<file path="config.mk">
export PLATFORM = sky130hd
export DESIGN_NAME = sercmd_regif
export DESIGN_NICKNAME = d
export VERILOG_FILES = /design/src/rtl/sif_pkg.sv /design/src/rtl/sif_sync.sv /design/src/rtl/sif_frame.sv /design/src/rtl/sif_regfile.sv /design/src/rtl/sercmd_regif.sv
export SDC_FILE = /design/constraint.sdc
export NUM_CORES = 1
export LEC_CHECK = 0
export CELL_PAD_IN_SITES_DETAIL_PLACEMENT = 1
export CELL_PAD_IN_SITES_GLOBAL_PLACEMENT = 2
export CORE_MARGIN = 5
export CORE_UTILIZATION = 35
export CTS_BUF_LIST = sky130_fd_sc_hd__clkbuf_4
export DETAILED_ROUTE_END_ITERATION = 10
export PLACE_DENSITY = 0.78
export SLEW_MARGIN = 40
export SYNTH_ARGS = -nofsm -noshare
export SYNTH_HDL_FRONTEND = slang
export SYNTH_SLANG_ARGS = --single-unit
export TNS_END_PERCENT = 30
</file>
<file path="constraint.sdc">
create_clock -name clk -period 3.4 [get_ports clk]
set_input_delay 0.51 -clock clk [delete_from_list [all_inputs] [get_ports clk]]
set_output_delay 0.51 -clock clk [all_outputs]
set_load 0.02 [all_outputs]
</file>
<file path="src/rtl/sif_pkg.sv">
package sif_pkg;
  localparam int ADDR_W = 5;
  localparam int CTRL_W = 16;
  localparam int THR_W  = 16;
  localparam int RES_W  = 24;
  localparam int STAT_W = 8;
  localparam int SR_W   = RES_W;
  localparam int CNT_W  = $clog2(SR_W + 1);
  localparam int NFLAG  = 4;

  localparam logic [ADDR_W-1:0] A_STAT = 5'd0;
  localparam logic [ADDR_W-1:0] A_CTRL = 5'd1;
  localparam logic [ADDR_W-1:0] A_OVR  = 5'd2;
  localparam logic [ADDR_W-1:0] A_UND  = 5'd3;
  localparam logic [ADDR_W-1:0] A_RES  = 5'd4;

  localparam logic [CTRL_W-1:0] CTRL_RST = 16'h0001;

  typedef enum logic [1:0] {ST_HUNT, ST_CMD, ST_DATA} frame_st_e;

  function automatic logic [CNT_W-1:0] data_bits(input logic [ADDR_W-1:0] a);
    case (a)
      A_CTRL, A_OVR, A_UND: data_bits = CNT_W'(THR_W);
      A_RES:                data_bits = CNT_W'(RES_W);
      default:              data_bits = CNT_W'(STAT_W);
    endcase
  endfunction
endpackage

</file>
<file path="src/rtl/sif_sync.sv">
module sif_sync #(
  parameter int STAGES = 2,
  parameter int W = 1,
  parameter logic [W-1:0] RST = '0
) (
  input  logic         clk,
  input  logic         rst_n,
  input  logic [W-1:0] d,
  output logic [W-1:0] q
);
  logic [W-1:0] st [STAGES];

  for (genvar g = 0; g < STAGES; g++) begin : g_stage
    always_ff @(posedge clk or negedge rst_n) begin
      if (!rst_n) st[g] <= RST;
      else if (g == 0) st[g] <= d;
      else st[g] <= st[(g == 0) ? 0 : g - 1];
    end
  end

  assign q = st[STAGES-1];
endmodule

</file>
<file path="src/rtl/sif_frame.sv">
module sif_frame
  import sif_pkg::*;
(
  input  logic              clk,
  input  logic              rst_n,
  input  logic              sclk_s,
  input  logic              csn_s,
  input  logic              mosi_s,
  input  logic [SR_W-1:0]   rd_data,
  output logic              rd_stb,
  output logic [ADDR_W-1:0] rd_addr,
  output logic              wr_en,
  output logic [ADDR_W-1:0] wr_addr,
  output logic [THR_W-1:0]  wr_data,
  output logic              miso
);
  frame_st_e         state_q;
  logic              sclk_d;
  logic [CNT_W-1:0]  cnt_q, bits_q;
  logic [ADDR_W:0]   cmd_sr;
  logic [THR_W-2:0]  in_sr;
  logic [SR_W-1:0]   out_sr;
  logic              rd_q, wr_en_q, miso_q;
  logic [ADDR_W-1:0] addr_q;
  logic [THR_W-1:0]  wr_data_q;
  logic              rise, fall, cmd_done;

  assign rise     = sclk_s & ~sclk_d;
  assign fall     = ~sclk_s & sclk_d;
  assign cmd_done = rise && !csn_s && state_q == ST_CMD && cnt_q == CNT_W'(7);
  assign rd_stb   = cmd_done && cmd_sr[ADDR_W];
  assign rd_addr  = cmd_sr[ADDR_W-1:0];
  assign wr_en    = wr_en_q;
  assign wr_addr  = addr_q;
  assign wr_data  = wr_data_q;
  assign miso     = miso_q;

  always_ff @(posedge clk or negedge rst_n) begin
    if (!rst_n) begin
      state_q   <= ST_HUNT;
      sclk_d    <= 1'b0;
      cnt_q     <= '0;
      bits_q    <= '0;
      cmd_sr    <= '0;
      in_sr     <= '0;
      out_sr    <= '0;
      rd_q      <= 1'b0;
      addr_q    <= '0;
      wr_en_q   <= 1'b0;
      wr_data_q <= '0;
      miso_q    <= 1'b0;
    end else begin
      sclk_d  <= sclk_s;
      wr_en_q <= 1'b0;
      if (csn_s) begin
        state_q <= ST_HUNT;
        cnt_q   <= '0;
        miso_q  <= 1'b0;
      end else begin
        if (rise) begin
          case (state_q)
            ST_HUNT: if (mosi_s) begin
              state_q <= ST_CMD;
              cnt_q   <= CNT_W'(1);
            end
            ST_CMD: begin
              cmd_sr <= {cmd_sr[ADDR_W-1:0], mosi_s};
              cnt_q  <= cnt_q + 1'b1;
              if (cmd_done) begin
                state_q <= ST_DATA;
                cnt_q   <= '0;
                rd_q    <= cmd_sr[ADDR_W];
                addr_q  <= cmd_sr[ADDR_W-1:0];
                bits_q  <= data_bits(cmd_sr[ADDR_W-1:0]);
                out_sr  <= rd_data << (SR_W - int'(data_bits(cmd_sr[ADDR_W-1:0])));
              end
            end
            ST_DATA: begin
              in_sr <= {in_sr[THR_W-3:0], mosi_s};
              cnt_q <= cnt_q + 1'b1;
              if (cnt_q == bits_q - 1'b1) begin
                state_q   <= ST_HUNT;
                wr_en_q   <= !rd_q;
                wr_data_q <= {in_sr, mosi_s};
              end
            end
            default: state_q <= ST_HUNT;
          endcase
        end
        if (fall) begin
          if (state_q == ST_DATA && rd_q) begin
            miso_q <= out_sr[SR_W-1];
            out_sr <= out_sr << 1;
          end else begin
            miso_q <= 1'b0;
          end
        end
      end
    end
  end


  csn_abort_chk: assert property (@(posedge clk) disable iff (!rst_n)
    csn_s |=> (state_q == ST_HUNT && !wr_en_q));

  data_len_chk: assert property (@(posedge clk) disable iff (!rst_n)
    (state_q == ST_DATA) |-> (cnt_q < bits_q));

  wr_src_chk: assert property (@(posedge clk) disable iff (!rst_n)
    wr_en_q |-> (!rd_q && $past(state_q) == ST_DATA));
endmodule

</file>
<file path="src/rtl/sif_regfile.sv">
module sif_regfile
  import sif_pkg::*;
(
  input  logic              clk,
  input  logic              rst_n,
  input  logic              rd_stb,
  input  logic [ADDR_W-1:0] rd_addr,
  output logic [SR_W-1:0]   rd_data,
  input  logic              wr_en,
  input  logic [ADDR_W-1:0] wr_addr,
  input  logic [THR_W-1:0]  wr_data,
  input  logic              res_valid,
  output logic              res_ready,
  input  logic [RES_W-1:0]  res_data,
  input  logic              lowbatt,
  output logic [CTRL_W-1:0] ctrl
);
  logic [CTRL_W-1:0] ctrl_q;
  logic [THR_W-1:0]  ovr_q, und_q;
  logic [RES_W-1:0]  res_q;
  logic              drdy_q;
  logic [NFLAG-1:0]  flg_q, cond_v;
  logic [RES_W-1:0]  ovr_ext, und_ext;
  logic              stat_rd, res_rd, accept;

  assign ovr_ext = {{(RES_W-THR_W){ovr_q[THR_W-1]}}, ovr_q};
  assign und_ext = {{(RES_W-THR_W){und_q[THR_W-1]}}, und_q};
  assign cond_v  = {res_q[RES_W-1],
                    $signed(res_q) > $signed(ovr_ext),
                    $signed(res_q) < $signed(und_ext),
                    lowbatt};
  assign stat_rd   = rd_stb && rd_addr == A_STAT;
  assign res_rd    = rd_stb && rd_addr == A_RES;
  assign res_ready = ~drdy_q;
  assign accept    = res_valid & ~drdy_q;
  assign ctrl      = ctrl_q;

  always_comb begin
    case (rd_addr)
      A_STAT:  rd_data = SR_W'({flg_q, drdy_q, 3'b000});
      A_CTRL:  rd_data = SR_W'(ctrl_q);
      A_OVR:   rd_data = SR_W'(ovr_q);
      A_UND:   rd_data = SR_W'(und_q);
      A_RES:   rd_data = res_q;
      default: rd_data = '0;
    endcase
  end

  always_ff @(posedge clk or negedge rst_n) begin
    if (!rst_n) begin
      ctrl_q <= CTRL_RST;
      ovr_q  <= '0;
      und_q  <= '0;
      res_q  <= '0;
      drdy_q <= 1'b0;
      flg_q  <= '0;
    end else begin
      flg_q  <= cond_v | (flg_q & {NFLAG{~stat_rd}});
      drdy_q <= accept | (drdy_q & ~res_rd);
      if (accept) res_q <= res_data;
      if (wr_en) begin
        case (wr_addr)
          A_CTRL:  ctrl_q <= wr_data;
          A_OVR:   ovr_q  <= wr_data;
          A_UND:   und_q  <= wr_data;
          default: ;
        endcase
      end
    end
  end


  flag_latch_chk: assert property (@(posedge clk) disable iff (!rst_n)
    (cond_v != '0) |=> ((flg_q & $past(cond_v)) == $past(cond_v)));

  flag_keep_chk: assert property (@(posedge clk) disable iff (!rst_n)
    !stat_rd |=> ((flg_q & $past(flg_q)) == $past(flg_q)));

  drdy_set_chk: assert property (@(posedge clk) disable iff (!rst_n)
    (res_valid && res_ready) |=> drdy_q);

  drdy_hold_chk: assert property (@(posedge clk) disable iff (!rst_n)
    (drdy_q && !res_rd) |=> (drdy_q && $stable(res_q)));
endmodule

</file>
<file path="src/rtl/sercmd_regif.sv">
module sercmd_regif
  import sif_pkg::*;
#(
  parameter int SYNC_STAGES = 2
) (
  input  logic              clk,
  input  logic              rst_n,
  input  logic              sclk,
  input  logic              csn,
  input  logic              mosi,
  output logic              miso,
  input  logic              result_valid,
  output logic              result_ready,
  input  logic [RES_W-1:0]  result_data,
  input  logic              lowbatt_cond,
  output logic [CTRL_W-1:0] ctrl_word
);
  logic [2:0]        pins_s;
  logic              rd_stb, wr_en;
  logic [ADDR_W-1:0] rd_addr, wr_addr;
  logic [SR_W-1:0]   rd_data;
  logic [THR_W-1:0]  wr_data;

  sif_sync #(.STAGES(SYNC_STAGES), .W(3), .RST(3'b100)) u_sync (
    .clk(clk), .rst_n(rst_n), .d({csn, sclk, mosi}), .q(pins_s));

  sif_frame u_frame (
    .clk(clk), .rst_n(rst_n),
    .sclk_s(pins_s[1]), .csn_s(pins_s[2]), .mosi_s(pins_s[0]),
    .rd_data(rd_data), .rd_stb(rd_stb), .rd_addr(rd_addr),
    .wr_en(wr_en), .wr_addr(wr_addr), .wr_data(wr_data), .miso(miso));

  sif_regfile u_regs (
    .clk(clk), .rst_n(rst_n),
    .rd_stb(rd_stb), .rd_addr(rd_addr), .rd_data(rd_data),
    .wr_en(wr_en), .wr_addr(wr_addr), .wr_data(wr_data),
    .res_valid(result_valid), .res_ready(result_ready), .res_data(result_data),
    .lowbatt(lowbatt_cond), .ctrl(ctrl_word));
endmodule

</file>
==> metrics.md <==
| Metric | Value |
|---|---|
| Worst hold endpoint | `u_sync.st[5]` |
| Area contributors post-synth | `dfrtp_1, mux2_2, ha_1` |
| Worst Path Arrival | `3.34 ns` |
| Final Critical Period | `between 2 and 3 ns` |
| First-pass GRT wire length | `39100 um` |
| Residual DRC | `0` |
| Number of global-route vias before repair | `6687` |
| Source of the worst hold timing path | `csn` |
| Startpoint class of the critical path | `flip-flop` |
| Synthesized area per cell | `roughly 12 um2` |
| Fin nets | `roughly 860` |
| Die H | `165 um` |
| Worst Path Buf+Inv | `0` |
| Wire length per cell | `about 22 um` |
| Status | `complete, no violations` |
| Final ANT Viol Nets | `0` |
| Largest net degree at the start of global routing | `between 60 and 70` |
| CTS H-tree lvls | `4` |
| Mapped cell area | `8400 um2` |
| DP Area | `9250 um2` |
| Yosys reg bits | `~160` |
| Row Count | `56` |
| Synth-to-layout area growth | `13.7%` |
| Endpoint class of the critical path | `flip-flop` |
| Slowest CP cell | `dfrtp_1` |
| Post-synth cell types | `73` |
| Routed vias/inst | `5.53` |
| CP Max Fanout | `19` |
| Initial DRC Count | `403` |
| Pwr/cell area | `approximately 470 nW/um2` |
| Area of the multi-input gates | `4030 um2` |
| Fin util | `0.405` |
| Max-cap violations | `0` |
| GP Congestion | `0.923` |
| Syn Nets | `811` |
| CTS buffer count | `17` |
| Maximum clock path buffer count | `2` |
| Top_reg_cell synth | `dfrtp_1` |
| Reg2reg setup slack | `0.54 ns` |
| Share of cells above drive strength 1 | `0.220` |
| Register area share after synthesis | `0.483` |
| Setup violations, final | `0` |
| Post-Syn Instances | `728` |
| Num ports | `49` |
| Top cell family by delay on the critical path | `compound AO/OA/AOI/OAI gates` |
| HP Class | `in2reg` |
| WHS | `0.326 ns` |
| Post-DP HPWL | `18100 um` |
| Lkg Pwr | `4.18 nW` |
| Skew final | `0.0191 ns` |
| Post-CTS sizing | `0` |
| # fillers | `2600` |
| FF/Latch Area | `4060 um2` |
| Reg-to-Reg End | `u_frame.out_sr[9]` |
| CP max stage delay | `0.82 ns` |
| Yosys top cell area share | `0.474` |
| CTS tree | `done` |
| Die W | `165 um` |
| Synth Warn # | `0` |
| Final instance area | `around 9500 um2` |
| Clock-pin slew on the worst setup and hold paths | `0.15 ns` |
| Final setup TNS | `0 ns` |
| Clock Tree Root | `clkbuf_4` |
| Critical path class | `reg2reg` |
| Global route overflow | `0` |
| Hold Vio Cnt, Final | `0` |
| Pins Over Slew Limit | `0` |
| Maximum VDD drop | `approximately 190 uV` |
| Max Clk Rate | `350 MHz` |
| Clock sinks | `approximately 160` |
| Worst Max-Slew Pin Slew | `0.837 ns` |
| R2r worst-path depth | `5` |
| WL final | `24300 um` |
| Reg2Reg Launch Point | `u_frame.cmd_sr[1]` |
| Number of synthesized flops with an enable pin | `0` |
| Synth area leader | `dfrtp_1` |
| Vias | `6141` |
| DRT Pass-1 Iters | `5` |
| CP Data Required Time | `3.88 ns` |
| WHS Path Cells | `1` |
| RSZ-0062 raised after global routing | `no` |
| Crit share post-route | `0.841` |
| Port bufs | `48` |
| Clock latency on the worst-skew pair | `roughly 0.58 ns` |
| Worst path cell trace | `or4_1 > nor2_8 > a221oi_1 > a221oi_2 > a221o_1` |
| Core area | `around 24000 um2` |
| GRT Total Usage | `0.187` |
| Slew margin rel. | `0.442` |
| Die Area | `roughly 27000 um2` |
| Fraction of registers with async set/reset | `1.00` |
| Antenna violations before repair | `1` |
| Initial Util | `0.357` |
==> timing repair <==
action	in CTS	in global routing
hold buffers	1	0
endpoints found under the hold margin	52	0
buffers inserted	0	0
==> placed cells by master, fill, tap and decap left out, drive strengths merged, types with 5 or more instances in the layout <==
cell	synthesis	final
clkbuf	19	17
inv	43	52
a221oi	9	9
dfrtp	159	159
nor2	18	18
clkdlybuf4s50	0	47
nand2b	5	5
ha	52	52
a21oi	27	27
nand2	57	57
a22o	8	8
a222oi	5	5
o21ai	39	39
o211ai	7	7
a21o	13	13
o22ai	6	6
nor3	7	7
mux2	105	105
nor2b	8	8
buf	14	16
a2bb2oi	5	5
nor4	5	5
a22oi	6	6
mux2i	13	13
a211oi	6	6
a31oi	5	5
nand4	10	10
nand3	12	12
==> logic make-up (layout without fill, tap and decap cells) <==
logic type                 after synthesis  count (layout)  share of synthesized area
muxes                                  118             118                      0.156
DFF                                    162             162                      0.483
buffers and inverters                   76             139                     0.0373
other                                    0               1                          0
AOI/OAI and AO/OA                      167             167                      0.140
adders and majority gates               52              52                     0.0775
and+or+nand+nor                        151             151                      0.104
xor gates and xnor gates                 2               2                    0.00209
==> sequential cells by signal (all words and copies together) (netlist names), 2 cells and up <==
name,cells
u_frame.cmd_sr,6
u_frame.wr_addr,5
u_sync.st,3
u_frame.in_sr,15
u_frame.out_sr,24
u_frame.state_q,2
u_regs.flg_q,4
u_regs.ovr_q,16
u_sync.q,3
u_frame.cnt_q,5
u_regs.res_q,24
u_frame.bits_q,2
u_regs.ctrl,16
u_frame.wr_data,16
u_regs.und_q,16
==> final cells by class <==
class	instances	share of cell area
Multi-Input combinational cell	490	0.423
Clock inverter	15	0.0152
Sequential cell	162	0.425
Antenna cell	1	0.000262
Timing Repair Buffer	64	0.0646
Inverter	43	0.0169
Tap cell	319	0.0418
Clock buffer	17	0.0134
==> Yosys cell counts, types with 3 or more instances <==
library cell / instances
dfrtp_1: 159
mux2_2: 104
nand2_1: 57
ha_1: 52
inv_1: 42
o21ai_0: 31
a21oi_1: 27
clkbuf_1: 19
nor2_1: 16
a21o_1: 13
mux2i_1: 13
nand3_1: 12
buf_2: 10
nand4_1: 10
a22o_1: 8
nor2b_1: 8
o21ai_1: 8
a221oi_1: 7
o211ai_1: 7
a211oi_1: 6
a22oi_1: 6
nor3_1: 6
o22ai_1: 6
a222oi_1: 5
a2bb2oi_1: 5
a31oi_1: 5
nand2b_1: 5
and4_1: 4
o21a_1: 4
o31ai_1: 4
and2_1: 3
dfstp_2: 3
nand4b_1: 3
nor4_1: 3
nor4b_1: 3
o221a_2: 3
==> worst max path at each step <==
stage | startpoint | slack [ns] | depth (start not counted) | endpoint
floorplan | u_frame.state_q[0] | 1.31 | 6 | u_frame.wr_data[10]
detailed placement | u_frame.cmd_sr[1] | 0.61 | 5 | u_frame.out_sr[9]
global route | u_frame.cmd_sr[1] | 0.42 | 5 | u_frame.out_sr[9]
finish | u_frame.cmd_sr[1] | 0.54 | 5 | u_frame.out_sr[9]
CTS | u_frame.state_q[1] | 0.60 | 7 | u_frame.out_sr[9]
global placement | u_frame.cmd_sr[1] | 0.57 | 5 | u_frame.out_sr[9]
==> metal layers <==
| metal | part of all wire | up-vias | GRT usage |
|---|---|---|---|
| met2 | 0.48 | 117 | 0.303 |
| met5 | 0 | - | 0 |
| met4 | 0.015 | 0 | 0.0510 |
| met1 | 0.47 | 3186 | 0.259 |
| met3 | 0.037 | 26 | 0.0337 |
| li1 | - | 2812 | - |
==> stage by stage <==
stage / total power, mW / setup WS (ns) / cells
finish: 4.52 / 0.539 / 1111
floorplan: 2.92 / 1.31 / 728
CTS: 4.58 / 0.603 / 1110
detailed placement: 3.38 / 0.612 / 1077
global route: 4.80 / 0.422 / 1111
global placement: 3.31 / 0.569 / 1077
==> report_power, final <==
group	total, mW	switching, mW	internal [mW]
Sequential	2.31	0.257	2.05
Combinational	1.03	0.554	0.480
Clock	1.18	0.790	0.386
Total	4.52	1.60	2.92
No activity file was read; power rests on OpenSTA's default activity.
